<file path="src/rtl/bcc_pkg.sv">
package bcc_pkg;

   localparam int NUM_CMD = 4;

   // strobe index inside the one-hot command vector
   localparam int CMD_MRD  = 0;
   localparam int CMD_IORD = 1;
   localparam int CMD_MWR  = 2;
   localparam int CMD_IOWR = 3;

   typedef struct packed {
      logic wr;
      logic mem;
      logic data;
   } cyc_status_t;

   typedef enum logic {
      SEQ_IDLE   = 1'b0,
      SEQ_ACTIVE = 1'b1
   } seq_state_e;

   // one-hot command for a status code, all zero for unsupported codes
   function automatic logic [NUM_CMD-1:0] status_to_cmd(cyc_status_t s);
      logic [NUM_CMD-1:0] oh;
      oh = '0;
      if (!s.wr && s.mem)
         oh[CMD_MRD] = 1'b1;
      else if (!s.wr && !s.mem && s.data)
         oh[CMD_IORD] = 1'b1;
      else if (s.wr && s.mem && s.data)
         oh[CMD_MWR] = 1'b1;
      else if (s.wr && !s.mem && s.data)
         oh[CMD_IOWR] = 1'b1;
      return oh;
   endfunction

endpackage

</file>
<file path="src/rtl/bcc_cycle_decode.sv">
module bcc_cycle_decode
   import bcc_pkg::*;
#(
   parameter int              ADDR_W   = 32,
   parameter bit              WIN_EN   = 1'b1,
   parameter logic [ADDR_W-1:0] WIN_BASE = 'h400,
   parameter logic [ADDR_W-1:0] WIN_MASK = '1
)(
   input  cyc_status_t        status,
   input  logic [ADDR_W-1:0]  addr,
   output logic [NUM_CMD-1:0] cmd_oh,
   output logic               oe_allow
);

   logic supported;
   logic win_hit;

   always_comb begin
      cmd_oh    = status_to_cmd(status);
      supported = |cmd_oh;
   end

   generate
      if (WIN_EN) begin : g_win
         localparam logic [ADDR_W-1:0] BASE_M = WIN_BASE & WIN_MASK;
         assign win_hit = ((addr & WIN_MASK) == BASE_M);
      end else begin : g_nowin
         logic unused_addr;
         assign unused_addr = ^addr;
         assign win_hit = 1'b0;
      end
   endgenerate

   // reads into the peripheral window leave the local bus to the peripheral
   assign oe_allow = supported && !(!status.wr && win_hit);

endmodule

</file>
<file path="src/rtl/bcc_wait_ctr.sv">
module bcc_wait_ctr #(
   parameter int WAIT_W = 3
)(
   input  logic              clk,
   input  logic              rst_n,
   input  logic              load,
   input  logic [WAIT_W-1:0] wait_in,
   input  logic              run,
   output logic              done
);

   logic [WAIT_W-1:0] cnt_q;
   logic [WAIT_W-1:0] limit_q;

   assign done = run && (cnt_q == limit_q);

   always_ff @(posedge clk or negedge rst_n) begin
      if (!rst_n) begin
         cnt_q   <= '0;
         limit_q <= '0;
      end else if (load) begin
         cnt_q   <= '0;
         limit_q <= wait_in;
      end else if (run && !done) begin
         cnt_q <= cnt_q + 1'b1;
      end
   end

endmodule

</file>
<file path="src/rtl/bcc_cmd_seq.sv">
module bcc_cmd_seq
   import bcc_pkg::*;
(
   input  logic               clk,
   input  logic               rst_n,
   input  logic               cyc_start_n,
   input  logic               st_wr,
   input  logic [NUM_CMD-1:0] cmd_oh,
   input  logic               oe_allow,
   input  logic               done,
   output logic               start,
   output logic               busy,
   output logic [NUM_CMD-1:0] strb_q,
   output logic               oe_q,
   output logic               dir_q
);

   seq_state_e state_q;

   assign start = (state_q == SEQ_IDLE) && !cyc_start_n;
   assign busy  = (state_q == SEQ_ACTIVE);

   always_ff @(posedge clk or negedge rst_n) begin
      if (!rst_n) begin
         state_q <= SEQ_IDLE;
         strb_q  <= '0;
         oe_q    <= 1'b0;
         dir_q   <= 1'b0;
      end else begin
         case (state_q)
            SEQ_IDLE: begin
               if (start) begin
                  state_q <= SEQ_ACTIVE;
                  strb_q  <= cmd_oh;
                  oe_q    <= oe_allow;
                  dir_q   <= st_wr;
               end
            end
            SEQ_ACTIVE: begin
               if (done) begin
                  state_q <= SEQ_IDLE;
                  strb_q  <= '0;
                  oe_q    <= 1'b0;
               end
            end
            default: state_q <= SEQ_IDLE;
         endcase
      end
   end

endmodule

</file>
<file path="src/rtl/bus_cmd_ctrl.sv">
module bus_cmd_ctrl
   import bcc_pkg::*;
#(
   parameter int                ADDR_W   = 32,
   parameter int                WAIT_W   = 3,
   parameter bit                WIN_EN   = 1'b1,
   parameter logic [ADDR_W-1:0] WIN_BASE = 'h0000_0400,
   parameter logic [ADDR_W-1:0] WIN_MASK = 'hFFFF_FF00
)(
   input  logic              clk,
   input  logic              rst_n,
   input  logic              cyc_start_n,
   input  logic              st_wr,
   input  logic              st_mem,
   input  logic              st_data,
   input  logic [ADDR_W-1:0] addr,
   input  logic [WAIT_W-1:0] wait_cfg,
   output logic              mem_rd_cmd_n,
   output logic              io_rd_cmd_n,
   output logic              mem_wr_cmd_n,
   output logic              io_wr_cmd_n,
   output logic              xcvr_dir,
   output logic              xcvr_oe_n,
   output logic              rdy_n
);

   initial begin
      if (ADDR_W < 1)
         $error("bus_cmd_ctrl: ADDR_W must be positive");
      if (WAIT_W < 1 || WAIT_W > 8)
         $error("bus_cmd_ctrl: WAIT_W must be 1..8");
   end

   cyc_status_t        status;
   logic [NUM_CMD-1:0] cmd_oh;
   logic               oe_allow;
   logic               start;
   logic               busy;
   logic               done;
   logic [NUM_CMD-1:0] strb_q;
   logic [NUM_CMD-1:0] strb_n;
   logic               oe_q;

   assign status = '{wr: st_wr, mem: st_mem, data: st_data};

   bcc_cycle_decode #(
      .ADDR_W   (ADDR_W),
      .WIN_EN   (WIN_EN),
      .WIN_BASE (WIN_BASE),
      .WIN_MASK (WIN_MASK)
   ) u_decode (
      .status   (status),
      .addr     (addr),
      .cmd_oh   (cmd_oh),
      .oe_allow (oe_allow)
   );

   bcc_cmd_seq u_seq (
      .clk         (clk),
      .rst_n       (rst_n),
      .cyc_start_n (cyc_start_n),
      .st_wr       (st_wr),
      .cmd_oh      (cmd_oh),
      .oe_allow    (oe_allow),
      .done        (done),
      .start       (start),
      .busy        (busy),
      .strb_q      (strb_q),
      .oe_q        (oe_q),
      .dir_q       (xcvr_dir)
   );

   bcc_wait_ctr #(
      .WAIT_W (WAIT_W)
   ) u_wait (
      .clk     (clk),
      .rst_n   (rst_n),
      .load    (start),
      .wait_in (wait_cfg),
      .run     (busy),
      .done    (done)
   );

   generate
      for (genvar i = 0; i < NUM_CMD; i++) begin : g_strb
         assign strb_n[i] = ~strb_q[i];
      end
   endgenerate

   assign mem_rd_cmd_n = strb_n[CMD_MRD];
   assign io_rd_cmd_n  = strb_n[CMD_IORD];
   assign mem_wr_cmd_n = strb_n[CMD_MWR];
   assign io_wr_cmd_n  = strb_n[CMD_IOWR];
   assign xcvr_oe_n    = ~oe_q;
   assign rdy_n        = ~done;

endmodule

</file>
<file path="config.mk">
export PLATFORM = sky130hd
export DESIGN_NAME = bus_cmd_ctrl
export DESIGN_NICKNAME = d
export VERILOG_FILES = /design/src/rtl/bcc_pkg.sv /design/src/rtl/bcc_cycle_decode.sv /design/src/rtl/bcc_wait_ctr.sv /design/src/rtl/bcc_cmd_seq.sv /design/src/rtl/bus_cmd_ctrl.sv
export SDC_FILE = /design/constraint.sdc
export NUM_CORES = 1
export LEC_CHECK = 0
export ABC_CLOCK_PERIOD_IN_PS = 3200
export BUFFER_PORTS_ARGS = -buffer_cell sky130_fd_sc_hd__buf_2
export CAP_MARGIN = 25
export CELL_PAD_IN_SITES_DETAIL_PLACEMENT = 2
export CELL_PAD_IN_SITES_GLOBAL_PLACEMENT = 2
export CORE_MARGIN = 1
export CORE_UTILIZATION = 23
export DETAILED_ROUTE_END_ITERATION = 16
export PLACE_DENSITY_LB_ADDON = 0.1
export RECOVER_POWER = 25
export SETUP_SLACK_MARGIN = 0.05
export SLEW_MARGIN = 20
export SYNTH_ARGS = -nofsm -noshare
export SYNTH_HDL_FRONTEND = slang
export SYNTH_SLANG_ARGS = --single-unit
export TNS_END_PERCENT = 50
</file>
<file path="constraint.sdc">
create_clock -name clk -period 3.2 [get_ports clk]
set_clock_uncertainty 0.1 [all_clocks]
set_input_delay 0.48 -clock clk [delete_from_list [all_inputs] [get_ports clk]]
set_output_delay 0.48 -clock clk [all_outputs]
set_load 0.01 [all_outputs]
</file>
==> reports/results.txt, run 1 <==
The run gives 0 as the total count of max-transition violations in the final report. The number of I/O port buffers is 39. The worst setup path is captured at an output pin.

The worst hold path begins at wait_cfg[2]. The critical path data arrival time was 1.51 ns. The detailed router finished its first iteration with 3 violations. After layout, the worst path uses 65.3% of the clock period. Cell type contributing the most total cell area after synthesis: dfrtp_1. The synthesized design devotes to its leading area cell type 47.4% of total area.

Synthesis handed over a netlist of 69 instances. The tools report the wire length of the first global-routing pass as 3350 um. Setup violations remaining at the end of the flow were counted as 0. In this run the horizontal extent of the chip is 56.7 um.

By area the synthesized netlist is led by dfrtp_1, mux2_2, nand2_1, xnor2_1, inv_1. Average cell area after synthesis: 9.96 um2. Worst min-delay path category: in2reg.

The total nets after synthesis came out at 111. The number of antenna violations at the first check in global routing came out at 0. In this run, synthesis produced a sequential element count of 13. The setup check on the worst reg-to-reg path leaves a slack of 1.66 ns. Dividing the detail-routed wire length by the instance count gives 13.3 um. The fraction of final layout cells sized beyond drive strength 1 was 42.9%. The total overflow left after global routing is 0. Across the run, the number of max-cap violations was 0. Area enclosed by the die boundary: 3210 um2. Headroom to the max-slew limit came out at 53.6%. At the worst endpoint, the required time is 2.62 ns.

Yosys printed 0 warnings. The longest clock path from root to sink contains 2 buffers. After clock tree synthesis, the clock-pin slew on the worst setup and hold paths is 0.09 ns. For this design the static power due to leakage is 0.434 nW. The transition time of the tightest slew-check pin is 0.696 ns. Once detail routing completed, the nets flagged for antenna violations numbered 0. The total number of vias came out at 661.

Once placement finished, the instance area stood at 910 um2. At the later pin of the worst-skew pair, clock insertion delay measures 0.28 ns. Via count of the first global-routing pass: 750. The initialized floorplan defines 19 standard-cell rows. Timing would allow up to 0.479 GHz. On the final layout, the worst hold slack is 0.328 ns.

Dividing total power by cell area gives a power density of 797 nW/um2. Cells fill 34.0% of the core in the end. Worst flop-to-flop path startpoint: u_seq.busy$_DFF_PN0_. The number of flops mapped to enable cells by yosys was 0; the wire length on met2 was 967 um. Summing internal, switching and leakage power gives 0.753 mW. The first detailed-routing pass took 2 iterations. The finished cells cover 945 um2. The routed design has 1910 um of wire. The floorplan step defined a core boundary enclosing 2780 um2. The depth of the CTS H-tree was 1; the number of fill cells in the layout was 324.

dfrtp_1 is the most common cell in the netlist. At the end of routability-driven placement, the weighted congestion stood at 0.655. In this run the vertical extent of the chip is 56.7 um. TritonCTS built the clock tree.

Detailed placement finished with a half-perimeter wire length of 1590 um. The detailed router put a total of 839 um of wire on met1. In the detailed route, the total length drawn on met3 is 82 um. The logs give 434 uV for the maximum vdd ir drop and 3 for the number of buffers created by CTS. After detailed routing, the number of remaining DRC violations is 0. The run gives 0 as the number of hold violations in the final report. The startpoint-to-endpoint class of the critical path was reg2out. Once the floorplan was initialized, standard cells occupied 24.7% of the core. For hold timing, the worst endpoint is u_wait.limit_q[2]$_DFFE_PN0P_. The growth of design area from synthesis to finish works out to 37.5%. The run finished with clean final reports. Setup repair after global routing left no endpoint under its margin. The final sum of negative setup slack is 0 ns, and the cell area after synthesis is 687 um2. STA classifies the critical path startpoint as a register.

Global routing used 13.7% of the available tracks. The tools report the endpoint of the worst-slack reg-to-reg timing path as u_seq.strb_q[3]$_DFFE_PN0P_. Synthesis instantiated 26 different standard cells from the library.

The post-synthesis sequential area ratio was 47.4%; the top-level port count was 48. The clock drives 13 sinks. The run gives 0 as the total setup buffers inserted after CTS.

The number of nets in the layout came out at 155. The number of antenna diodes in the final layout is 0. By count the netlist is led by dfrtp_1, nand2_1, inv_1. After detailed routing, the number of vias per cell comes to 4.62. Among all flip-flop cells after synthesis, the most frequent one is dfrtp_1. Entering global routing, the biggest net connects 14 pins. The clock root buffer master was clkbuf_4. For the worst flop-to-flop path, the logic depth is 3. After layout, the minimum clock period comes to 2.09 ns. In this run the worst path has a maximum fanout of 4. The proportion of register bits with asynchronous set or reset after synthesis is 100%, and the hold path depth is 2. The uppermost layer routed was met4.
==> cells by family (layout without fill, tap and decap cells) <==
group	count (synthesis)	count (layout)	share of synthesized area (%)
flops	13	13	47.4
simple gates	26	26	19.5
xor+xnor	5	5	6.37
mux	5	5	8.01
fa+ha+maj	1	1	1.82
buf+inv	8	51	5.47
compound gates	11	11	11.5
==> placed cells by master (no fill, tap or decap), drive strengths merged <==
cell,instances
buf,38
dfrtp,13
nand2,11
inv,7
o21ai,6
clkbuf,5
xnor2,4
mux2,4
nor4,4
nor2,3
nor2b,2
and3,1
a21oi,1
mux2i,1
a31oi,1
xor2,1
a41oi,1
a22o,1
or4b,1
nor4b,1
nand4,1
nor3,1
nand3,1
o221ai,1
ha,1
dlygate4sd3,1
==> layer usage <==
layer | track usage (%) | up-vias
li1 | - | 329
met1 | 16.9 | 315
met2 | 22.7 | 13
met3 | 4.38 | 4
met4 | 4.18 | 0
met5 | 0 | -
==> critical path, cell delays in order, from the launching register on <==
cell and delay [ns]:
dfrtp_1 0.41, xnor2_1 0.29, and3_1 0.30, nand2_1 0.08
buf_2 0.15
==> worst max path at each step <==
stage,slack (ns),cells after the start,end,startpoint
floorplan,1.61,4,rdy_n,u_wait.cnt_q[0]$_DFFE_PN0P_
detailed placement,1.40,4,rdy_n,u_wait.cnt_q[0]$_DFFE_PN0P_
global placement,1.40,4,rdy_n,u_wait.cnt_q[2]$_DFFE_PN0P_
global route,0.94,4,rdy_n,u_wait.cnt_q[0]$_DFFE_PN0P_
finish,1.11,4,rdy_n,u_wait.limit_q[2]$_DFFE_PN0P_
CTS,1.07,4,rdy_n,u_wait.cnt_q[0]$_DFFE_PN0P_
==> metrics by stage <==
step,instances,worst slack [ns]
detailed placement,138,1.40
floorplan,69,1.61
CTS,143,1.07
global route,143,0.938
global placement,138,1.40
finish,143,1.11
==> cell type report <==
cell class	instances	area, um2	area share (%)
flip-flops and latches	13	325	34.4
clock buffers	4	26.3	2.78
inverters	7	26.3	2.78
repair buffers	40	204	21.6
multi-input cells	48	324	34.3
well taps	31	38.8	4.11
==> where the power goes <==
part,switching [mW],internal (mW)
logic,0.184,0.168
clock network,0.0552,0.0483
registers,0.0596,0.237
==> repair_timing <==
item | CTS | global route
hold buffers | 1 | 0
endpoints found under the setup margin | 0 | 0
endpoints found under the hold margin | 13 | 0
gates resized for setup | 0 | 0
==> flip-flops by register name, indices dropped and copies added, names as in the netlist <==
register	count
u_seq.dir_q	1
u_seq.busy	1
u_wait.cnt_q	3
u_wait.limit_q	3
u_seq.strb_q	4
u_seq.oe_q	1
(Power assumes the default switching activity.)
==> inputs of run 2 (changes only) <==
--- a/config.mk
+++ b/config.mk
@@ -5,13 +5,13 @@
 export SDC_FILE = /design/constraint.sdc
 export NUM_CORES = 1
 export LEC_CHECK = 0
-export ABC_CLOCK_PERIOD_IN_PS = 3200
+export ABC_CLOCK_PERIOD_IN_PS = 2100
 export BUFFER_PORTS_ARGS = -buffer_cell sky130_fd_sc_hd__buf_2
 export CAP_MARGIN = 25
 export CELL_PAD_IN_SITES_DETAIL_PLACEMENT = 2
 export CELL_PAD_IN_SITES_GLOBAL_PLACEMENT = 2
 export CORE_MARGIN = 1
-export CORE_UTILIZATION = 23
+export CORE_UTILIZATION = 21
 export DETAILED_ROUTE_END_ITERATION = 16
 export PLACE_DENSITY_LB_ADDON = 0.1
 export RECOVER_POWER = 25
==> constraint.sdc (replaced) <==
create_clock -name clk -period 2.1 [get_ports clk]
set_clock_uncertainty 0.1 [all_clocks]
set_input_delay 0.315 -clock clk [delete_from_list [all_inputs] [get_ports clk]]
set_output_delay 0.315 -clock clk [all_outputs]
set_load 0.01 [all_outputs]
==> run 2 against run 1 <==
Compared with the run above:
- non-clock buffer count is the same
- clock power grew 51%
- critical path depth is the same
- register-to-register slack lost 1.1 ns
- worst hold slack lost 0.16 ns
- sequential power grew 57%
- setup slack lost 0.91 ns
- count of clock-buffer cells in the layout is the same
- sequential share of layout area shrank 1.1 points
- global-route usage shrank 1.1 points
==> reports/results.txt, run 2 (synthesis gave the netlist of run 1 again) <==
The overall fraction of global-route tracks in use was 12.6% (-1.1 points); the cell area power density was 1220 nW/um2 (+53%). The buffer and inverter count on the worst path was 1 (unchanged); the wire length on met2 was 993 um (+2.7%). The worst hold path terminates at u_wait.limit_q[0]$_DFFE_PN0P_. The routed length per instance works out to 12.7 um (-4.9%). Setup repair after global routing left no endpoint under its margin.

TritonCTS built the clock tree. The run gives 0 (unchanged) as the total setup buffers inserted after CTS. The worst setup path is captured at an output pin. Height of the die: 59.2 um (+4.5%). The post-route total power is 1.19 mW (+58%). The last weighted congestion value of the routability-driven placer was 0.636 (-3.0%). The logs give 3080 um2 (+11%) for the core outline area and 0 (unchanged) for the total count of max-transition violations in the final report.

The cell sitting at the root of the clock tree is a clkbuf_4. The number of vias per cell came out at 4.38 (-5.3%). Register with the highest flop count: u_seq.strb_q. The cell family contributing the most delay on the critical path is flip-flops. The maximum vdd ir drop is 349 uV (-19%). Dividing the final minimum period by the clock period gives 90.5%. The worst min-delay path category is in2reg. The pin count of the biggest net entering global routing came out at 14 (unchanged). The run gives 977 um2 (+3.4%) as the post-layout instance area. The count of cells along the worst register-to-register path was 3 (unchanged). For the count of endpoints failing setup in the final report, the log shows 0 (unchanged). Worst flop-to-flop path startpoint: u_seq.busy$_DFF_PN0_. The run gives 1980 um (+3.7%) as the detailed-route wire length.

The logs give 0 (unchanged) for the detailed-route DRC error count and 51.6% (-2.0 points) for the worst slew slack as a fraction of its limit. The startpoint-to-endpoint class of the critical path is reg2out. The library cells used most frequently in the layout, excluding fill and tap cells, are buf_2, dfrtp_1, nand2_1. Counting I/O delays and the setup requirement, the final critical path takes 1.90 ns. The tools report the data required time of the critical path as 1.68 ns (-0.94 ns).

The number of iterations in the first detailed-routing pass was 2 (unchanged); the area enclosed by the die boundary was 3500 um2 (+9.2%). The overall overflow remaining after global route was 0 (unchanged); the standby leakage power was 0.444 nW (+2.3%). The delay of the slowest cell on the worst path came out at 0.44 ns (+0.03 ns). The number of antenna violations at the first check in global routing is 0 (unchanged). The CTS sink count is 13 (unchanged), and the post-route worst setup slack is 0.199 ns (-0.913 ns). The total number of placement rows was 20 (+1); the largest fanout on the critical path was 4 (unchanged).

The number of nets in the layout was 155 (unchanged). The final sum of negative setup slack came out at 0 ns (unchanged). The via count of the first global-routing pass was 770 (+2.7%). The tools report the critical path data arrival time as 1.49 ns (-0.02 ns). The largest registers in the layout are u_seq.strb_q x4, u_wait.cnt_q x3, u_wait.limit_q x3. The flow ran to the end, and the final reports show no timing, DRC or antenna violations. The slowest stage of the critical path belongs to the cell dfrtp_1. Number of flip-flops under the largest register name: 4 (unchanged). The maximum number of buffers from clock root to sink is 2 (unchanged), and the transition time of the tightest slew-check pin is 0.726 ns (+0.0299 ns).

The number of antenna-violating nets in the routed design was 0 (unchanged); the effective utilization at floorplan was 22.3% (-2.4 points). Endpoint of the worst-slack reg-to-reg timing path: u_seq.strb_q[3]$_DFFE_PN0P_. The critical path goes through xnor2_1 -> and3_2 -> nand2_1 -> buf_2. Wire length of the first global-routing pass: 3330 um (-0.63%).

The first-iteration detailed-routing DRC count came out at 4 (+1). The tools report the diode insertion count for antenna repair as 0 (unchanged). The placed standard-cell area is 926 um2 (+1.8%). The routed length on met1 was 845 um (+0.72%). The startpoint identified for the worst hold timing path is wait_cfg[0]. The number of maximum-capacitance constraint violations is 0 (unchanged), and the number of I/O port buffers is 39 (unchanged). The run gives 0.526 GHz as the peak clock frequency supported by timing. STA classifies the critical path startpoint as a register. For the latest clock arrival within the worst-skew pair, the log shows 0.27 ns (about the same). The tools report the number of buffers created by CTS as 3 (unchanged). The uppermost layer routed was met4.

The post-CTS clock slew at the launch and capture registers of the worst setup and hold paths was 0.09 ns (about the same). The depth of the CTS H-tree is 1 (unchanged), and the chip width is 59.2 um (+4.5%). The hold path depth works out to 2 (unchanged). The pre-CTS setup slack is 0.433 ns (-0.967 ns), and the fraction of final layout cells sized beyond drive strength 1 is 45.5% (+2.7 points). The run gives 48 (unchanged) as the top-level port count. The run gives 373 (+15%) as the number of fill cells in the layout. Number of hold violations in the final report: 0 (unchanged).

The tools report the register-to-register setup slack as 0.59 ns (-1.07 ns). The total number of vias came out at 683 (+3.3%). For the routed length on met3, the log shows 120 um (+46%). The growth of design area from synthesis to finish is 42.3%. The library cell used most frequently in the layout, excluding fill and tap cells, is buf_2. The run gives 1660 um (+4.1%) as the detailed placement HPWL.
run 2: layout make-up:
type	count	area (um2)	area share [%]
Sequential cell	13	325	33.3
Timing Repair Buffer	40	204	20.9
Tap cell	44	55.1	5.63
Inverter	7	26.3	2.69
Clock buffer	4	26.3	2.69
Multi-Input combinational cell	48	340	34.8
run 2: per-layer routing:
layer  global-route usage [%]  vias up
met5                        0        -
met4                     3.06        0
met2                     22.8       23
met3                     3.06        2
met1                     14.8      331
li1                         -      327
run 2: repair_timing:
item,in CTS,in global routing
hold buffers,1,0
hold endpoints to repair,13,0
setup endpoints to repair,0,1
resized for setup,0,3
run 2: power by group:
part | internal, mW | total, mW | leakage [nW] | switching (mW)
Sequential | 0.362 | 0.465 | 0.162 | 0.104
Combinational | 0.282 | 0.570 | 0.267 | 0.288
Clock | 0.0734 | 0.156 | 0.0150 | 0.0821
Total | 0.717 | 1.19 | 0.444 | 0.474
run 2: metrics by stage:
| step | hold WS, ns | utilization [%] | instances |
|---|---|---|---|
| 6_report | 0.172 | 31.7 | 156 |
| 5_1_grt | 0.163 | 31.7 | 156 |
| 4_1_cts | 0.162 | 31.3 | 156 |
| 3_5_place_dp | 0.132 | 30.1 | 151 |
| 3_3_place_gp | 0.127 | 30.1 | 151 |
| 2_1_floorplan | -0.0806 | - | 69 |
run 2: worst max path at each step:
stage,startpoint,to,slack [ns],cells past startpoint
after floorplan,u_wait.cnt_q[0]$_DFFE_PN0P_,rdy_n,0.68,4
after global placement,u_wait.cnt_q[2]$_DFFE_PN0P_,rdy_n,0.46,4
after detailed placement,u_wait.cnt_q[1]$_DFFE_PN0P_,rdy_n,0.43,4
after CTS,u_wait.cnt_q[1]$_DFFE_PN0P_,rdy_n,0.11,4
after global routing,u_wait.cnt_q[0]$_DFFE_PN0P_,rdy_n,0.09,4
final,u_wait.cnt_q[0]$_DFFE_PN0P_,rdy_n,0.20,4
